<file path="config.mk">
export PLATFORM = sky130hd
export DESIGN_NAME = dma_trig_fifo
export DESIGN_NICKNAME = d
export VERILOG_FILES = /design/src/rtl/fifo_trig_pkg.sv /design/src/rtl/fifo_trig_store.sv /design/src/rtl/fifo_trig_req.sv /design/src/rtl/dma_trig_fifo.sv
export SDC_FILE = /design/constraint.sdc
export NUM_CORES = 1
export LEC_CHECK = 0
export BUFFER_PORTS_ARGS = -buffer_cell sky130_fd_sc_hd__buf_2
export CORE_ASPECT_RATIO = 1.25
export CORE_MARGIN = 2
export CORE_UTILIZATION = 50
export DETAILED_ROUTE_END_ITERATION = 10
export HOLD_SLACK_MARGIN = 0.05
export PLACE_DENSITY = 0.67
export SYNTH_ARGS = -nofsm -noshare
export SYNTH_HDL_FRONTEND = slang
export SYNTH_SLANG_ARGS = --single-unit
</file>
<file path="constraint.sdc">
create_clock -name clk -period 2.7 [get_ports clk]
set_input_delay 0.54 -clock clk [delete_from_list [all_inputs] [get_ports clk]]
set_output_delay 0.54 -clock clk [all_outputs]
set_load 0.01 [all_outputs]
</file>
<file path="src/rtl/fifo_trig_pkg.sv">
package fifo_trig_pkg;

    typedef enum logic {
        DIR_RX = 1'b0,
        DIR_TX = 1'b1
    } dir_e;

    typedef enum logic [2:0] {
        TRIG_EIGHTH  = 3'd0,
        TRIG_QUARTER = 3'd1,
        TRIG_HALF    = 3'd2,
        TRIG_3QTR    = 3'd3,
        TRIG_7EIGHTH = 3'd4
    } trig_sel_e;

    typedef struct packed {
        logic single;
        logic burst;
        logic irq;
    } dma_req_t;

    // Threshold numerator in eighths of the depth; out-of-range codes saturate.
    function automatic int unsigned trig_eighths(input logic [2:0] sel);
        case (trig_sel_e'(sel))
            TRIG_EIGHTH:  return 1;
            TRIG_QUARTER: return 2;
            TRIG_HALF:    return 4;
            TRIG_3QTR:    return 6;
            default:      return 7;
        endcase
    endfunction

endpackage

</file>
<file path="src/rtl/fifo_trig_store.sv">
module fifo_trig_store #(
    parameter int DATA_W = 8,
    parameter int DEPTH  = 16,
    localparam int AW    = $clog2(DEPTH),
    localparam int CNT_W = AW + 1
) (
    input  logic              clk,
    input  logic              rst,
    input  logic              flush,
    input  logic [CNT_W-1:0]  cap,
    input  logic              push,
    input  logic [DATA_W-1:0] wdata,
    input  logic              pop,
    output logic [DATA_W-1:0] rdata,
    output logic [CNT_W-1:0]  count,
    output logic              overrun
);

    logic [DATA_W-1:0] mem [DEPTH];
    logic [AW-1:0]     wr_ptr, rd_ptr;
    logic              do_push, do_pop;

    function automatic logic [AW-1:0] ptr_inc(input logic [AW-1:0] p);
        return (p == AW'(DEPTH - 1)) ? '0 : p + AW'(1);
    endfunction

    always_comb begin
        do_pop  = pop && (count != '0) && !flush;
        do_push = push && !flush && ((count < cap) || do_pop);
    end

    always_ff @(posedge clk) begin
        if (do_push) mem[wr_ptr] <= wdata;
    end

    always_ff @(posedge clk) begin
        if (rst) begin
            wr_ptr  <= '0;
            rd_ptr  <= '0;
            count   <= '0;
            rdata   <= '0;
            overrun <= 1'b0;
        end else if (flush) begin
            wr_ptr <= '0;
            rd_ptr <= '0;
            count  <= '0;
        end else begin
            if (do_push) wr_ptr <= ptr_inc(wr_ptr);
            if (do_pop) begin
                rdata  <= mem[rd_ptr];
                rd_ptr <= ptr_inc(rd_ptr);
            end
            unique case ({do_push, do_pop})
                2'b10:   count <= count + CNT_W'(1);
                2'b01:   count <= count - CNT_W'(1);
                default: ;
            endcase
            if (push && !do_push) overrun <= 1'b1;
        end
    end

    AST_COUNT_BOUND: assert property (@(posedge clk) disable iff (rst)
        count <= CNT_W'(DEPTH));

    AST_OVERRUN_STICKY: assert property (@(posedge clk) disable iff (rst)
        overrun |=> overrun);

    AST_FULL_PUSH_DROPPED: assert property (@(posedge clk) disable iff (rst)
        (count == cap && push && !pop && !flush) |=> $stable(count) && overrun);

    AST_EMPTY_POP_HOLD: assert property (@(posedge clk) disable iff (rst)
        (count == '0 && pop && !push && !flush) |=> $stable(rdata) && count == '0);

endmodule

</file>
<file path="src/rtl/fifo_trig_req.sv">
module fifo_trig_req
    import fifo_trig_pkg::*;
#(
    parameter int   DEPTH = 16,
    parameter dir_e DIR   = DIR_RX,
    localparam int  CNT_W = $clog2(DEPTH) + 1
) (
    input  logic             fifo_en,
    input  logic [2:0]       trig_sel,
    input  logic [CNT_W-1:0] count,
    input  logic [CNT_W-1:0] cap,
    output dma_req_t         req
);

    logic [CNT_W-1:0] thr;

    always_comb begin
        if (fifo_en)
            thr = CNT_W'((DEPTH * trig_eighths(trig_sel)) / 8);
        else
            thr = (DIR == DIR_TX) ? '0 : CNT_W'(1);
    end

    generate
        if (DIR == DIR_TX) begin : g_tx
            always_comb begin
                req.single = count < cap;
                req.burst  = count <= thr;
                req.irq    = count <= thr;
            end
        end else begin : g_rx
            always_comb begin
                req.single = count != '0;
                req.burst  = count >= thr;
                req.irq    = count >= thr;
            end
        end
    endgenerate

endmodule

</file>
<file path="src/rtl/dma_trig_fifo.sv">
module dma_trig_fifo
    import fifo_trig_pkg::*;
#(
    parameter int   DATA_W = 8,
    parameter int   DEPTH  = 16,
    parameter dir_e DIR    = DIR_RX,
    localparam int  CNT_W  = $clog2(DEPTH) + 1
) (
    input  logic              clk,
    input  logic              rst,
    input  logic              fifo_en,
    input  logic [2:0]        trig_sel,
    input  logic              push,
    input  logic [DATA_W-1:0] push_data,
    input  logic              pop,
    output logic [DATA_W-1:0] pop_data,
    output logic              full,
    output logic              empty,
    output logic              overrun,
    output logic              trig_irq,
    output logic              dma_single,
    output logic              dma_burst
);

    logic             en_q;
    logic             flush;
    logic [CNT_W-1:0] cap;
    logic [CNT_W-1:0] count;
    dma_req_t         req;

    always_ff @(posedge clk) begin
        en_q <= fifo_en;
    end

    always_comb begin
        flush = !rst && (fifo_en != en_q);
        cap   = fifo_en ? CNT_W'(DEPTH) : CNT_W'(1);
        full  = count == cap;
        empty = count == '0;
    end

    fifo_trig_store #(
        .DATA_W (DATA_W),
        .DEPTH  (DEPTH)
    ) u_store (
        .clk     (clk),
        .rst     (rst),
        .flush   (flush),
        .cap     (cap),
        .push    (push),
        .wdata   (push_data),
        .pop     (pop),
        .rdata   (pop_data),
        .count   (count),
        .overrun (overrun)
    );

    fifo_trig_req #(
        .DEPTH (DEPTH),
        .DIR   (DIR)
    ) u_req (
        .fifo_en  (fifo_en),
        .trig_sel (trig_sel),
        .count    (count),
        .cap      (cap),
        .req      (req)
    );

    assign dma_single = req.single;
    assign dma_burst  = req.burst;
    assign trig_irq   = req.irq;

    AST_HOLD_ONE: assert property (@(posedge clk) disable iff (rst)
        (!fifo_en && !en_q) |-> count <= CNT_W'(1));

    AST_FLUSH_EMPTIES: assert property (@(posedge clk) disable iff (rst)
        flush |=> empty && !$rose(overrun));

    AST_RX_SINGLE: assert property (@(posedge clk) disable iff (rst)
        (DIR == DIR_RX) |-> (dma_single == !empty));

    AST_TX_SINGLE: assert property (@(posedge clk) disable iff (rst)
        (DIR == DIR_TX && !flush) |-> (dma_single == !full));

endmodule

</file>
# [Word level (Yosys, flattened, before mapping)]
# Memories as Yosys holds them, arrays and structs flattened. A register that Yosys moved wholly into a read port is not among the register bits.
# Cells that the tools add are included.
# W data, S select, Z words.
[word_totals] register_bits=15 word_cells=47 in_bits=16 ram_bits=128 n_memories=1 output_inout_bits=14
[memory_table] memory="u_store.mem" depth=16 word_bits=8 rd=1 rd_clocked_by_memory_dff=1 wr=1 line_no="fifo_trig_store.sv:19" text="logic [DATA_W-1:0] mem [DEPTH];"
[op_classes] n_lt_le_gt_ge=2 reduce_logical=17 add_sub_neg=4 bitwise_logic=1 n_mux=8 eq_ne=9
[op_table] cell="$mux W4" n=3
[op_table] cell="$pmux W3 S4" n=1
[op_table] cell="$pmux W5 S2" n=1
[op_table] cell="$add A4 B1 Y4 const B" n=2
[op_table] cell="$eq A4 B4 Y1 const B" n=2
[op_table] cell="$eq A3 B2 Y1 const B" n=2
[op_table] cell="$logic_and A1 B1 Y1" n=6
[op_table] cell="$add A5 B1 Y5 const B" n=1
[op_table] cell="$eq A5 B5 Y1" n=1
[op_table] cell="$ge A5 B4 Y1" n=1
[op_table] cell="$logic_not A5 Y1" n=1
[op_table] cell="$lt A5 B5 Y1" n=1
[op_table] cell="$mux W5" n=1
[op_table] cell="$reduce_bool A5 Y1" n=1
[op_table] cell="$sub A5 B1 Y5 const B" n=1
[op_table] cell="$reduce_and A2 Y1" n=2
[op_table] cell="$eq A3 B1 Y1 const B" n=1
[op_table] cell="$logic_not A1 Y1" n=3
[op_table] cell="$logic_not A3 Y1" n=1
[op_table] cell="$eq A2 B1 Y1 const B" n=1
[op_table] cell="$eq A2 B2 Y1 const B" n=1
[op_table] cell="$mux W1" n=2
[op_table] cell="$reduce_bool A2 Y1" n=1
[op_table] cell="$reduce_or A2 Y1" n=1
[op_table] cell="other kinds (3)" n=3

# [Longest topological paths before layout]
[logic_depth] depth_word=9 ltp_mapped=10

# [Hierarchy]
# From an unflattened synthesis, not the netlist that was laid out.
[unflattened] cells_unflattened=386 hier_area_um2=6351.1
[modules_own_cells] module="fifo_trig_store" n_inst=1 cells_each=357 area_each_um2=6140.9 seq_area_each_um2=4284.1
[modules_own_cells] module="fifo_trig_req" n_inst=1 cells_each=19 area_each_um2=137.6 seq_area_each_um2=0.0
[modules_own_cells] module="dma_trig_fifo" n_inst=1 cells_each=10 area_each_um2=72.6 seq_area_each_um2=20.0

# [Least setup slack after synthesis]
# Ideal clock, no wire load.
[synth_path] kind="input port to flip-flop" start="input port fifo_en" end="memory u_store.mem[3][0], enable pin" required_time_ns=2.317 stages=6 setup_time_ns=0.383 setup_slack_ns=-0.055 t_arrival_ns=2.371 cell_sequence="inv_1 > ha_1 > or4b_4 > a21o_1 > a211o_1 > nor3_1"
[synth_between] elab_chain_len=8 word_cells_on_any_way=11 cone_classes="order compare: 1; eq/ne: 1; mux: 3; reduce/logical: 6"
[synth_lines] element="start, declared" line_no="dma_trig_fifo.sv:11" text="input logic fifo_en,"
[synth_lines] element="parallel branches: the longest is 5 deep, another holds $lt A5 B5 Y1"
[synth_lines] element="$logic_and A1 B1 Y1 (*)" line_no="fifo_trig_store.sv:29" text="do_push = push && !flush && ((count < cap) || do_pop);"
[synth_lines] element="$mux W1 (*)" line_no="fifo_trig_store.sv:33" text="if (do_push) mem[wr_ptr] <= wdata;"
[synth_lines] element="$mux W1 (not written as such) (*)" line_no="fifo_trig_store.sv:33"
[synth_lines] element="end, declared" line_no="fifo_trig_store.sv:19"
# Every way passes the cells marked *.

# [Worst setup path after layout]
[layout_path] start="register u_store.count[0]" end="output port trig_irq"
[layout_between] elab_chain_len=1
[layout_lines] element="start, declared" line_no="fifo_trig_store.sv:15" text="output logic [CNT_W-1:0] count,"
[layout_lines] element="start signal, assigned" line_no="fifo_trig_store.sv:54" text="2'b10: count <= count + CNT_W'(1);"
[layout_lines] element="start signal, assigned" line_no="fifo_trig_store.sv:55" text="2'b01: count <= count - CNT_W'(1);"
[layout_lines] element="$ge A5 B4 Y1" line_no="fifo_trig_req.sv:35" text="req.irq = count >= thr;"
[layout_lines] element="end, declared" line_no="dma_trig_fifo.sv:20" text="output logic trig_irq,"
# Every way passes these cells.

==> flow_metrics.py <==
metrics = {
    "status": {
        "status": "finished clean",
    },
    "finish": {
        "multi_input_area_mm2": 0.00183,
        "syn_to_final_growth_pct": 19.1,
        "antenna_cells": 0,
        "layout.nets": 462,
        "seq_area_mm2": 0.00431,
        "layout_common_cells": "edfxtp_1, mux4_2, buf_2",
        "fillers": 911,
        "final_area_mm2": 0.00745,
        "drive_above_1_share_pct": 29.2,
        "final_common_cell": "edfxtp_1",
    },
    "worst_hold_path": {
        "min_path_type": "in -> reg",
    },
    "routing": {
        "viasPerCell": 5.72,
        "drtAntennaViolNets": 0,
        "dr.first_iter.drc_count": 233,
        "wl_per_cell_um": 21.4,
        "vias": 3482,
        "drc_errors": 0,
        "firstDrtPassIters": 4,
        "wl_um": 13000,
    },
    "setup_path": {
        "cpLargestDelayFamily": "flip-flops",
        "arrival_ns": 1.92,
        "critPathMaxStageDelay_ns": 0.40,
        "worstPathRequired_ns": 2.16,
        "cpMaxStageDelayCell": "dfxtp_1",
        "crit_buf_inv": 2,
        "crit_type": "reg -> out",
        "cp_cell_sequence": "inv_1 -> ha_1 -> nand2b_1 -> a21oi_1 -> nor2b_1 -> o21ai_0 -> nand2_1 -> buf_2",
        "cp_max_fo": 4,
        "crit_path_start_kind": "register",
        "cp-end-kind": "primary output",
    },
    "die": {
        "die_w_um": 104,
        "die-area_mm2": 0.0134,
        "start_util_pct": 51.4,
        "die_y_um": 129,
        "pin_count": 30,
        "core_mm2": 0.0122,
        "rows": 45,
    },
    "power": {
        "p_leak_nw": 2.61,
        "p_clk_share_pct": 43.0,
        "peakVddDrop_v": 0.000425,
        "p_comb_share_pct": 6.0,
        "swShare_pct": 23.1,
        "p_seq_share_pct": 51.0,
        "netSwitchingPower_mw": 1.16,
        "internal_power_mw": 3.87,
        "power_density_mw_per_mm2": 676,
    },
    "clock_network": {
        "cts_made_buffers": 17,
        "cts_hold_buf": 0,
        "clkLatencyLatePin_ns": 0.42,
        "htreeDepth": 4,
        "post_cts_buffers": 0,
        "cts_num_sinks": 151,
        "cts.reportedPaths.clkPinSlew_ns": 0.06,
        "cts_tree": "yes",
        "cts_resized": 0,
        "clock_path_buffers": 2,
        "root_buffer": "clkbuf_16",
    },
    "synth": {
        "synth-async-reset-ratio_pct": 0,
        "seq_area_frac_synth_pct": 68.8,
        "synth_seq_cells": 151,
        "synthTopCellsByArea": "edfxtp_1, mux4_2, dfxtp_1, ha_1, mux2i_1",
        "synth_top_area_cell": "edfxtp_1",
        "synth_cell_types": 42,
        "yosysTopAreaCellShare_pct": 61.5,
        "synth-edff-count": 128,
        "ys.flop_type": "edfxtp_1",
        "yosys_warnings": 0,
        "synth_area_mm2": 0.00625,
        "synth.avg_cell_area_um2": 16.8,
        "synth.net_count": 403,
        "syn_inst": 373,
    },
    "global_routing": {
        "overflow": 0,
        "grt_pass1_vias": 3582,
        "antenna_found_initial": 0,
        "grt_start_max_net_pins": 37,
        "track_usage_pct": 20.7,
        "grt_pass1_wl_um": 19900,
    },
    "timing": {
        "layout_setup_ws_ns": 0.235,
        "slew_violations": 0,
        "tightestPinTransition_ns": 0.688,
        "rsz0062_at_grt": "false",
        "skew_ns": 0.0138,
        "finalSetupTns_ns": 0,
        "whs_ns": 0.392,
        "fmax_ghz": 0.406,
        "setup_viol": 0,
        "finalCritPeriodShare_pct": 91.3,
        "relSlewSlack_pct": 54.1,
        "final.min_clock_period_ns": 2.46,
        "finalHoldViolCount": 0,
    },
    "flow_run": {
        "cap_viol_max_count": 0,
    },
    "placed_design": {
        "pre_cts_ws_ns": 0.0197,
        "post-dp-hpwl_um": 8540,
        "numPortBuffers": 29,
        "placed_cell_area_mm2": 0.00691,
        "globalplace.congestion": 0.853,
    },
}
[through the flow]
stage	utilization [%]	cells	power [mW]
2_1_floorplan	-	373	2.79
3_3_place_gp	56.8	577	2.92
3_5_place_dp	56.8	577	2.92
4_1_cts	61.3	609	5.07
5_1_grt	61.3	609	5.19
6_report	61.3	609	5.04
[routing by layer]
metal / vias up / track usage (%) / share of wire [%]
met2: 99 / 37.1 / 53
li1: 1597 / - / -
met4: 0 / 9.78 / 3.1
met1: 1762 / 24.1 / 40
met3: 24 / 4.38 / 3.8
met5: - / 0 / 0
[final timing paths]
kind | start | end | slack, ns | depth (start not counted)
worst max-delay path | u_store.count[0] | trig_irq | 0.24 | 8
worst min-delay path | fifo_en | en_q | 0.39 | 2
worst max register to register | u_store.count[0] | u_store.mem[10][2] | 0.25 | 7
worst min register to register | u_store.rdata[5] | u_store.rdata[5] | 0.50 | 2
[worst reg2reg max path, stage by stage, from the launching register on]
cell     delay [ns]
dfxtp_1        0.35
inv_1          0.14
ha_1           0.19
or4b_4         0.47
a21o_1         0.26
a21oi_4        0.34
and3_1         0.28
buf_12         0.14
[cells in the mapped netlist, drive strengths merged, types with 2 or more instances]
| cell type | count |
|---|---|
| a21o | 3 |
| a21oi | 10 |
| a22oi | 16 |
| a41oi | 2 |
| and2 | 2 |
| and3 | 16 |
| buf | 12 |
| clkbuf | 7 |
| dfxtp | 23 |
| edfxtp | 128 |
| ha | 13 |
| inv | 11 |
| mux2i | 12 |
| mux4 | 32 |
| nand2 | 18 |
| nand2b | 2 |
| nand3 | 6 |
| nor2 | 22 |
| nor2b | 6 |
| nor3 | 5 |
| o21ai | 7 |
| xnor2 | 3 |
| xor2 | 3 |
[cell type report]
type                    count  share of cell area (%)
clock buffers              17                    5.71
inverters                  11                   0.554
repair buffers             59                    7.15
clock inverters            15                    1.56
multi-input cells         192                    24.5
well taps                 164                    2.75
flip-flops and latches    151                    57.8
[power groups by stage]
stage          logic [mW]  clock network (mW)  registers (mW)
2_1_floorplan       0.176                   0            2.62
3_3_place_gp        0.300                   0            2.62
3_5_place_dp        0.307                   0            2.62
4_1_cts             0.308                2.20            2.57
5_1_grt             0.334                2.29            2.57
6_report            0.304                2.17            2.57
[cells by family (layout without fill, tap and decap cells)]
logic type / Yosys count / after routing / share of synthesized area (%)
flops: 151 / 151 / 68.8
mux: 44 / 44 / 13.4
xor+xnor: 6 / 6 / 0.840
simple gates: 82 / 82 / 6.58
buf+inv: 30 / 102 / 2.18
compound gates: 46 / 46 / 5.22
fa+ha+maj: 14 / 14 / 2.92
[flip-flops by register name, summed over array words and instances, names as in the netlist]
name / count
u_store.mem: 128
u_store.rdata: 8
u_store.count: 5
u_store.rd_ptr: 4
u_store.wr_ptr: 4
en_q: 1
u_store.overrun: 1
Power figures use the tool's default switching activity.
